File: config.mk
export PLATFORM = sky130hd
export DESIGN_NAME = mdt_timer
export DESIGN_NICKNAME = d
export VERILOG_FILES = /design/src/rtl/mdt_pkg.sv /design/src/rtl/mdt_channel.sv /design/src/rtl/mdt_irq_ctl.sv /design/src/rtl/mdt_regfile.sv /design/src/rtl/mdt_timer.sv
export SDC_FILE = /design/constraint.sdc
export NUM_CORES = 1
export LEC_CHECK = 0
export BUFFER_PORTS_ARGS = -buffer_cell sky130_fd_sc_hd__buf_4
export CAP_MARGIN = 20
export CORE_MARGIN = 10
export CORE_UTILIZATION = 40
export DETAILED_ROUTE_END_ITERATION = 7
export SETUP_SLACK_MARGIN = 0.1
export SYNTH_ARGS = -nofsm -noshare
export SYNTH_HDL_FRONTEND = slang
export SYNTH_SLANG_ARGS = --single-unit
File: constraint.sdc
create_clock -name clk -period 3.6 [get_ports clk]
set_input_delay 0 -clock clk [delete_from_list [all_inputs] [get_ports clk]]
set_output_delay 0 -clock clk [all_outputs]
set_load 0.02 [all_outputs]
File: src/rtl/mdt_pkg.sv
package mdt_pkg;

    localparam int NUM_CH  = 5;
    localparam int ADDR_W  = 8;
    localparam int DATA_W  = 32;
    localparam int NIB_W   = 4;

    localparam logic [ADDR_W-1:0] OFS_CTRL  = 8'h08;
    localparam logic [ADDR_W-1:0] OFS_IRQ   = 8'h44;
    localparam logic [ADDR_W-1:0] OFS_LIVE4 = 8'h40;

    // Per-channel control group; member order gives bit 3..0
    typedef struct packed {
        logic auto_rl;
        logic invert;
        logic manual;
        logic start;
    } ch_ctl_t;

    // What a channel does on a given cycle
    typedef enum logic [2:0] {
        ACT_HOLD,
        ACT_LOAD,
        ACT_DEC,
        ACT_RELOAD,
        ACT_STOP
    } ch_act_t;

    function automatic int ctl_group(input int ch);
        return (ch == 0) ? 0 : ch + 1;
    endfunction

    function automatic logic [ADDR_W-1:0] cnt_buf_addr(input int ch);
        return ADDR_W'(8'h0C + 12 * ch);
    endfunction

    function automatic logic [ADDR_W-1:0] cmp_buf_addr(input int ch);
        return ADDR_W'(8'h10 + 12 * ch);
    endfunction

    function automatic logic [ADDR_W-1:0] live_addr(input int ch);
        return (ch < 4) ? ADDR_W'(8'h14 + 12 * ch) : OFS_LIVE4;
    endfunction

endpackage

File: src/rtl/mdt_channel.sv
module mdt_channel
    import mdt_pkg::*;
#(
    parameter int CNT_W = 16
) (
    input  logic             clk,
    input  logic             rst,
    input  ch_ctl_t          ctl,
    input  logic             tick,
    input  logic [CNT_W-1:0] cnt_buf,
    input  logic [CNT_W-1:0] cmp_buf,
    output logic [CNT_W-1:0] live_cnt,
    output logic             expire,
    output logic             level
);

    logic [CNT_W-1:0] cnt_q;
    logic [CNT_W-1:0] cmp_q;
    logic             done_q;
    ch_act_t          act;

    always_comb begin
        act = ACT_HOLD;
        if (ctl.manual) begin
            act = ACT_LOAD;
        end else if (ctl.start && tick && !done_q) begin
            if (cnt_q == '0) begin
                act = ctl.auto_rl ? ACT_RELOAD : ACT_STOP;
            end else begin
                act = ACT_DEC;
            end
        end
    end

    always_ff @(posedge clk) begin
        if (rst) begin
            cnt_q  <= '0;
            cmp_q  <= '0;
            done_q <= 1'b0;
        end else begin
            unique case (act)
                ACT_LOAD: begin
                    cnt_q  <= cnt_buf;
                    cmp_q  <= cmp_buf;
                    done_q <= 1'b0;
                end
                ACT_RELOAD: begin
                    cnt_q <= cnt_buf;
                    cmp_q <= cmp_buf;
                end
                ACT_DEC:  cnt_q  <= cnt_q - 1'b1;
                ACT_STOP: done_q <= 1'b1;
                default:  ;
            endcase
        end
    end

    assign live_cnt = cnt_q;
    assign expire   = (act == ACT_RELOAD) || (act == ACT_STOP);
    assign level    = (cnt_q > cmp_q) ^ ctl.invert;

endmodule

File: src/rtl/mdt_irq_ctl.sv
module mdt_irq_ctl
    import mdt_pkg::*;
#(
    parameter int N = NUM_CH
) (
    input  logic           clk,
    input  logic           rst,
    input  logic [N-1:0]   expire,
    input  logic           wr,
    input  logic [2*N-1:0] wdata,
    output logic [N-1:0]   enable,
    output logic [N-1:0]   status,
    output logic           irq
);

    logic [N-1:0] clr_mask;

    assign clr_mask = wr ? wdata[2*N-1:N] : '0;

    always_ff @(posedge clk) begin
        if (rst) begin
            enable <= '0;
            status <= '0;
        end else begin
            if (wr) begin
                enable <= wdata[N-1:0];
            end
            status <= (status & ~clr_mask) | expire;
        end
    end

    assign irq = |(status & enable);

endmodule

File: src/rtl/mdt_regfile.sv
module mdt_regfile
    import mdt_pkg::*;
#(
    parameter int CNT_W = 16,
    parameter int N     = NUM_CH
) (
    input  logic                      clk,
    input  logic                      rst,
    input  logic [ADDR_W-1:0]         addr,
    input  logic                      wr,
    input  logic [DATA_W-1:0]         wdata,
    input  logic [N-1:0][CNT_W-1:0]   live_cnt,
    input  logic [N-1:0]              enable,
    input  logic [N-1:0]              status,
    output ch_ctl_t [N-1:0]           ctl,
    output logic [N-1:0][CNT_W-1:0]   cnt_buf,
    output logic [N-1:0][CNT_W-1:0]   cmp_buf,
    output logic                      irq_wr,
    output logic [DATA_W-1:0]         rdata
);

    logic [N-1:0]      hit_cnt;
    logic [N-1:0]      hit_cmp;
    logic [N-1:0]      hit_live;
    logic              hit_ctrl;
    logic [DATA_W-1:0] ctrl_word;

    assign hit_ctrl = (addr == OFS_CTRL);
    assign irq_wr   = wr && (addr == OFS_IRQ);

    for (genvar g = 0; g < N; g++) begin : g_ch
        localparam int GRP = ctl_group(g);

        assign hit_cnt[g]  = (addr == cnt_buf_addr(g));
        assign hit_cmp[g]  = (addr == cmp_buf_addr(g));
        assign hit_live[g] = (addr == live_addr(g));

        always_ff @(posedge clk) begin
            if (rst) begin
                ctl[g]     <= '0;
                cnt_buf[g] <= '0;
                cmp_buf[g] <= '0;
            end else if (wr) begin
                if (hit_ctrl) begin
                    ctl[g] <= ch_ctl_t'(wdata[NIB_W*GRP +: NIB_W]);
                end
                if (hit_cnt[g]) begin
                    cnt_buf[g] <= wdata[CNT_W-1:0];
                end
                if (hit_cmp[g]) begin
                    cmp_buf[g] <= wdata[CNT_W-1:0];
                end
            end
        end
    end

    always_comb begin
        ctrl_word = '0;
        for (int c = 0; c < N; c++) begin
            ctrl_word[NIB_W*ctl_group(c) +: NIB_W] = ctl[c];
        end
    end

    always_comb begin
        rdata = '0;
        if (hit_ctrl) begin
            rdata = ctrl_word;
        end
        if (addr == OFS_IRQ) begin
            rdata = DATA_W'({status, enable});
        end
        for (int c = 0; c < N; c++) begin
            if (hit_cnt[c]) rdata = DATA_W'(cnt_buf[c]);
            if (hit_cmp[c]) rdata = DATA_W'(cmp_buf[c]);
        end
        // live count wins where an address is shared with a buffer
        for (int c = 0; c < N; c++) begin
            if (hit_live[c]) rdata = DATA_W'(live_cnt[c]);
        end
    end

endmodule

File: src/rtl/mdt_timer.sv
module mdt_timer
    import mdt_pkg::*;
#(
    parameter int CNT_W = 16
) (
    input  logic              clk,
    input  logic              rst,
    input  logic [ADDR_W-1:0] bus_addr,
    input  logic              bus_wr,
    input  logic [DATA_W-1:0] bus_wdata,
    output logic [DATA_W-1:0] bus_rdata,
    input  logic [NUM_CH-1:0] tick,
    output logic              irq,
    output logic [NUM_CH-1:0] tmr_out
);

    ch_ctl_t [NUM_CH-1:0]          ctl_w;
    logic [NUM_CH-1:0][CNT_W-1:0]  cnt_buf_w;
    logic [NUM_CH-1:0][CNT_W-1:0]  cmp_buf_w;
    logic [NUM_CH-1:0][CNT_W-1:0]  live_w;
    logic [NUM_CH-1:0]             expire_w;
    logic [NUM_CH-1:0]             enable_w;
    logic [NUM_CH-1:0]             status_w;
    logic                          irq_wr_w;

    mdt_regfile #(
        .CNT_W (CNT_W),
        .N     (NUM_CH)
    ) u_regs (
        .clk      (clk),
        .rst      (rst),
        .addr     (bus_addr),
        .wr       (bus_wr),
        .wdata    (bus_wdata),
        .live_cnt (live_w),
        .enable   (enable_w),
        .status   (status_w),
        .ctl      (ctl_w),
        .cnt_buf  (cnt_buf_w),
        .cmp_buf  (cmp_buf_w),
        .irq_wr   (irq_wr_w),
        .rdata    (bus_rdata)
    );

    for (genvar g = 0; g < NUM_CH; g++) begin : g_chan
        mdt_channel #(
            .CNT_W (CNT_W)
        ) u_chan (
            .clk      (clk),
            .rst      (rst),
            .ctl      (ctl_w[g]),
            .tick     (tick[g]),
            .cnt_buf  (cnt_buf_w[g]),
            .cmp_buf  (cmp_buf_w[g]),
            .live_cnt (live_w[g]),
            .expire   (expire_w[g]),
            .level    (tmr_out[g])
        );
    end

    mdt_irq_ctl #(
        .N (NUM_CH)
    ) u_irq (
        .clk    (clk),
        .rst    (rst),
        .expire (expire_w),
        .wr     (irq_wr_w),
        .wdata  (bus_wdata[2*NUM_CH-1:0]),
        .enable (enable_w),
        .status (status_w),
        .irq    (irq)
    );

endmodule

==> impl_metrics.csv <==
group,metric,value,unit
timing,setup_viol,0,
floorplanning,core-area,47800,sq um
synthesis,synth-main-ff-cell,"dfxtp_1",
clock_tree,cts_sinks,355,
synthesis,synth_top_family_by_area,"compound AO/OA/AOI/OAI gates",
layout,layout_common_cells,"651 x nand2_1, 393 x a21oi_1, 355 x dfxtp_1, 138 x nor2_1, 114 x buf_4",
global_routing,grt_max_degree,118,
setup_path,cpMaxStageDelayCell,"a21o_1",
synthesis,yosys_warnings,0,
setup_path,setup.worst_path.start,"g_chan[2].u_chan.live_cnt[0]$_SDFFE_PP0P_",
timing,fin_crit,2920,ps
clock_tree,cts.path.max_buffers,3,
global_routing,met1_usage,37.5,%
layout,layout_commonest_cell,"nand2_1",
floorplanning,rows,80,
route,avgViaCountPerCell,6.24,
synthesis,synthAdderAreaFrac,5.49,%
synthesis,synth_seq_cells,355,
synthesis,netlist_top_cells_area,"dfxtp_1 37%, nand2_1 13%, a21oi_1 10%, ha_1 5.5%, clkbuf_1 3.1%",
timing,slew_headroom,18.4,%
timing,fin_tns_setup,0,ps
power_and_ir_drop,powerDensity,399,nW/um^2
place,io_buffers,69,
timing,fin_crit_sh,81.0,%
job,drv_cap,0,
route,drc,0,
clock_tree,cts.htree.levels,2,
layout,drive_gt1_share,8.61,%
clock_tree,clkSlewWorstSetupHoldPaths,60,ps
layout,multi_input_area,11100,sq um
place,dp_hpwl,60400,microns
floorplanning,dieArea,57600,sq um
timing,hold_viol,0,
setup_path,crit_cells,8,
timing,holdWs,125,ps
global_routing,grt-ovfl-total,0,
global_routing,use_met2,43.6,%
setup_path,cp.arrival,3410,ps
setup_path,crit_chain,"inv_1, ha_1, nor3b_1, nand4_1, nor3_1, a21o_1, nand2_1, a21oi_1",
synthesis,synthCells,2637,
setup_path,crit_fanout,20,
synthesis,synth-xor-area-share,0.452,%
global_routing,first_global_vias,18675,
place,gp_congestion,1.00,
route,firstDrtPassIters,6,
setup_path,r2r_cells,8,
layout,instances_no_fill,3286,
place,place_inst,3173,
setup_path,r2r_slack,680,ps
power_and_ir_drop,power_leakage,0.00770,uW
global_routing,antenna_found_initial,4,
synthesis,synthSimpleGateAreaFrac,24.7,%
clock_tree,cts_buffers,42,
setup_path,cp-endpoint,"g_chan[2].u_chan.cmp_q[13]$_SDFFE_PP0P_",
global_routing,grt_use_total,27.9,%
clock_tree,cts_resized,0,
layout,num_antenna_cells,0,
synthesis,avgSynthCellArea,7.35,sq um
run_status,status,"finished clean",
layout,fillers,4833,
synthesis,synth_area,19400,sq um
setup_path,endpoint_kind,"flip-flop",
timing,fmaxAchievable,0.343,GHz
setup_path,critical_path.top_delay_family,"simple AND/OR/NAND/NOR gates",
synthesis,async_flop_share,0,%
setup_path,reg2reg_to,"g_chan[2].u_chan.cmp_q[13]$_SDFFE_PP0P_",
timing,finalMaxSlewViolations,0,
route,drt-total-wl,82500,microns
setup_path,r2r_start,"g_chan[2].u_chan.live_cnt[0]$_SDFFE_PP0P_",
layout,syn2layout_area_growth,14.1,%
clock_tree,insertion_delay,580,ps
synthesis,ys_types,93,
timing,tightest_slew,1210,ps
setup_path,critPathMaxStageDelay,640,ps
layout,regArea,7110,sq um
route,drtIter0Drc,2682,
floorplanning,initial_core_util,40.5,%
setup_path,critPathKind,"flip-flop to flip-flop",
synthesis,yosysTopAreaCellShare,36.7,%
global_routing,use_met3,4.17,%
power_and_ir_drop,vdd_drop_max,0.000357,V
synthesis,ys_seq_area_share,36.7,%
place,pre_cts_ws,691,ps
global_routing,grt_pass1_wl,122000,microns
setup_path,critPathBufInv,1,
min_path,hold_class,"primary input to flip-flop",
global_routing,globalRoute.busiestLayer,"met2",
layout,num-nets-final,2772,
timing,fin_ws,684,ps
timing,rsz0062_at_grt,"no",
clock_tree,cts_tree,"yes",
floorplanning,ioPinCount,86,
synthesis,yosysTopAreaCell,"dfxtp_1",
power_and_ir_drop,total_power,8820,uW
synthesis,synth-edff-count,0,
setup_path,cp-start-kind,"flip-flop",
floorplanning,die_x,240,microns
floorplanning,die_h,240,microns
timing,skew,19.0,ps
setup_path,required,4090,ps
synthesis,muxShareOfSynthArea,0.840,%
route,num_vias,20498,
synthesis,synth-compound-area-share,25.3,%
route,post_drt_wl_per_cell,25.1,microns
route,drt.antenna.violating_nets,0,
clock_tree,root_buffer,"clkbuf_16",
## worst min-delay path by stage
stage / cells past startpoint / startpoint / end
final: 5 / tick[2] / g_chan[2].u_chan.done_q$_SDFFE_PP0P_
after global routing: 4 / bus_wr / u_irq.enable[2]$_SDFFE_PP0P_
after CTS: 4 / bus_wr / u_irq.enable[0]$_SDFFE_PP0P_
after detailed placement: 3 / bus_wdata[21] / u_regs.ctl[17]$_SDFFE_PP0P_
after global placement: 3 / bus_wdata[16] / u_regs.ctl[12]$_SDFFE_PP0P_
after floorplan: 2 / bus_wdata[16] / u_regs.ctl[12]$_SDFFE_PP0P_
## timing repair
item / CTS / global route
endpoints found under the hold margin: 225 / 0
setup buffers: 0 / 0
hold buffers: 36 / 0
## layout make-up
type	count	share of cell area, %
multi-input cells	1982	50.2
flip-flops and latches	355	32.1
repair buffers	154	5.82
clock buffers	62	5.74
well taps	615	3.48
inverters	104	1.77
clock inverters	14	0.809
## tightest hold or removal path: stages
cell	delay, ps
buf_4	110
nand3b_1	200
nor3_1	120
a21oi_1	140
nor3_1	50
## flip-flops by register name, summed over array words and instances, names as in the netlist
| signal | flops |
|---|---|
| u_regs.ctl | 20 |
| u_regs.cnt_buf | 80 |
| g_chan.u_chan.live_cnt | 80 |
| g_chan.u_chan.done_q | 5 |
| u_irq.status | 5 |
| u_regs.cmp_buf | 80 |
| u_irq.enable | 5 |
| g_chan.u_chan.cmp_q | 80 |
## power by group
part	switching, uW	leakage, uW	internal (uW)
clock	1720	0.000711	2730
combinational	317	0.00413	111
sequential	4.02	0.00286	3930
total	2050	0.00770	6770
## kinds of logic after synthesis
group / count (synthesis)
XOR/XNOR: 10
multiplexers: 16
AND/OR/NAND/NOR: 1072
flip-flops: 355
adder cells (fa/ha/maj): 85
buffers and inverters: 307
AO/OA/AOI/OAI: 791
other: 1
## cells in the mapped netlist (all sizes together), types with 13 or more instances
cell type and instances:
nor3 66, a221oi 19, and3 24, a31oi 27
clkbuf 159, a211oi 26, ha 85, o22ai 31
o21a 18, nor2b 15, o211ai 24, mux2i 14
o221ai 13, nand4 26, nand3 42, buf 44
o21ai 85, inv 103, nor4 22, or3 20
a21oi 394, a22oi 28, nor2 139, nand2 651
a2bb2oi 13, or4 19, dfxtp 355
## stage by stage
step	cell area (sq um)	util, %
global placement	20300	42.4
floorplan	19400	-
CTS	22100	46.2
finish	22100	46.2
detailed placement	20300	42.4
global route	22100	46.2
## per-layer routing
| metal | share of wire, % | routed length [microns] |
|---|---|---|
| met5 | 0.046 | 38 |
| met4 | 4.5 | 3720 |
| met3 | 9.2 | 7610 |
| met2 | 44 | 36600 |
| met1 | 42 | 34600 |
No activity file was read; power rests on OpenSTA's default activity.
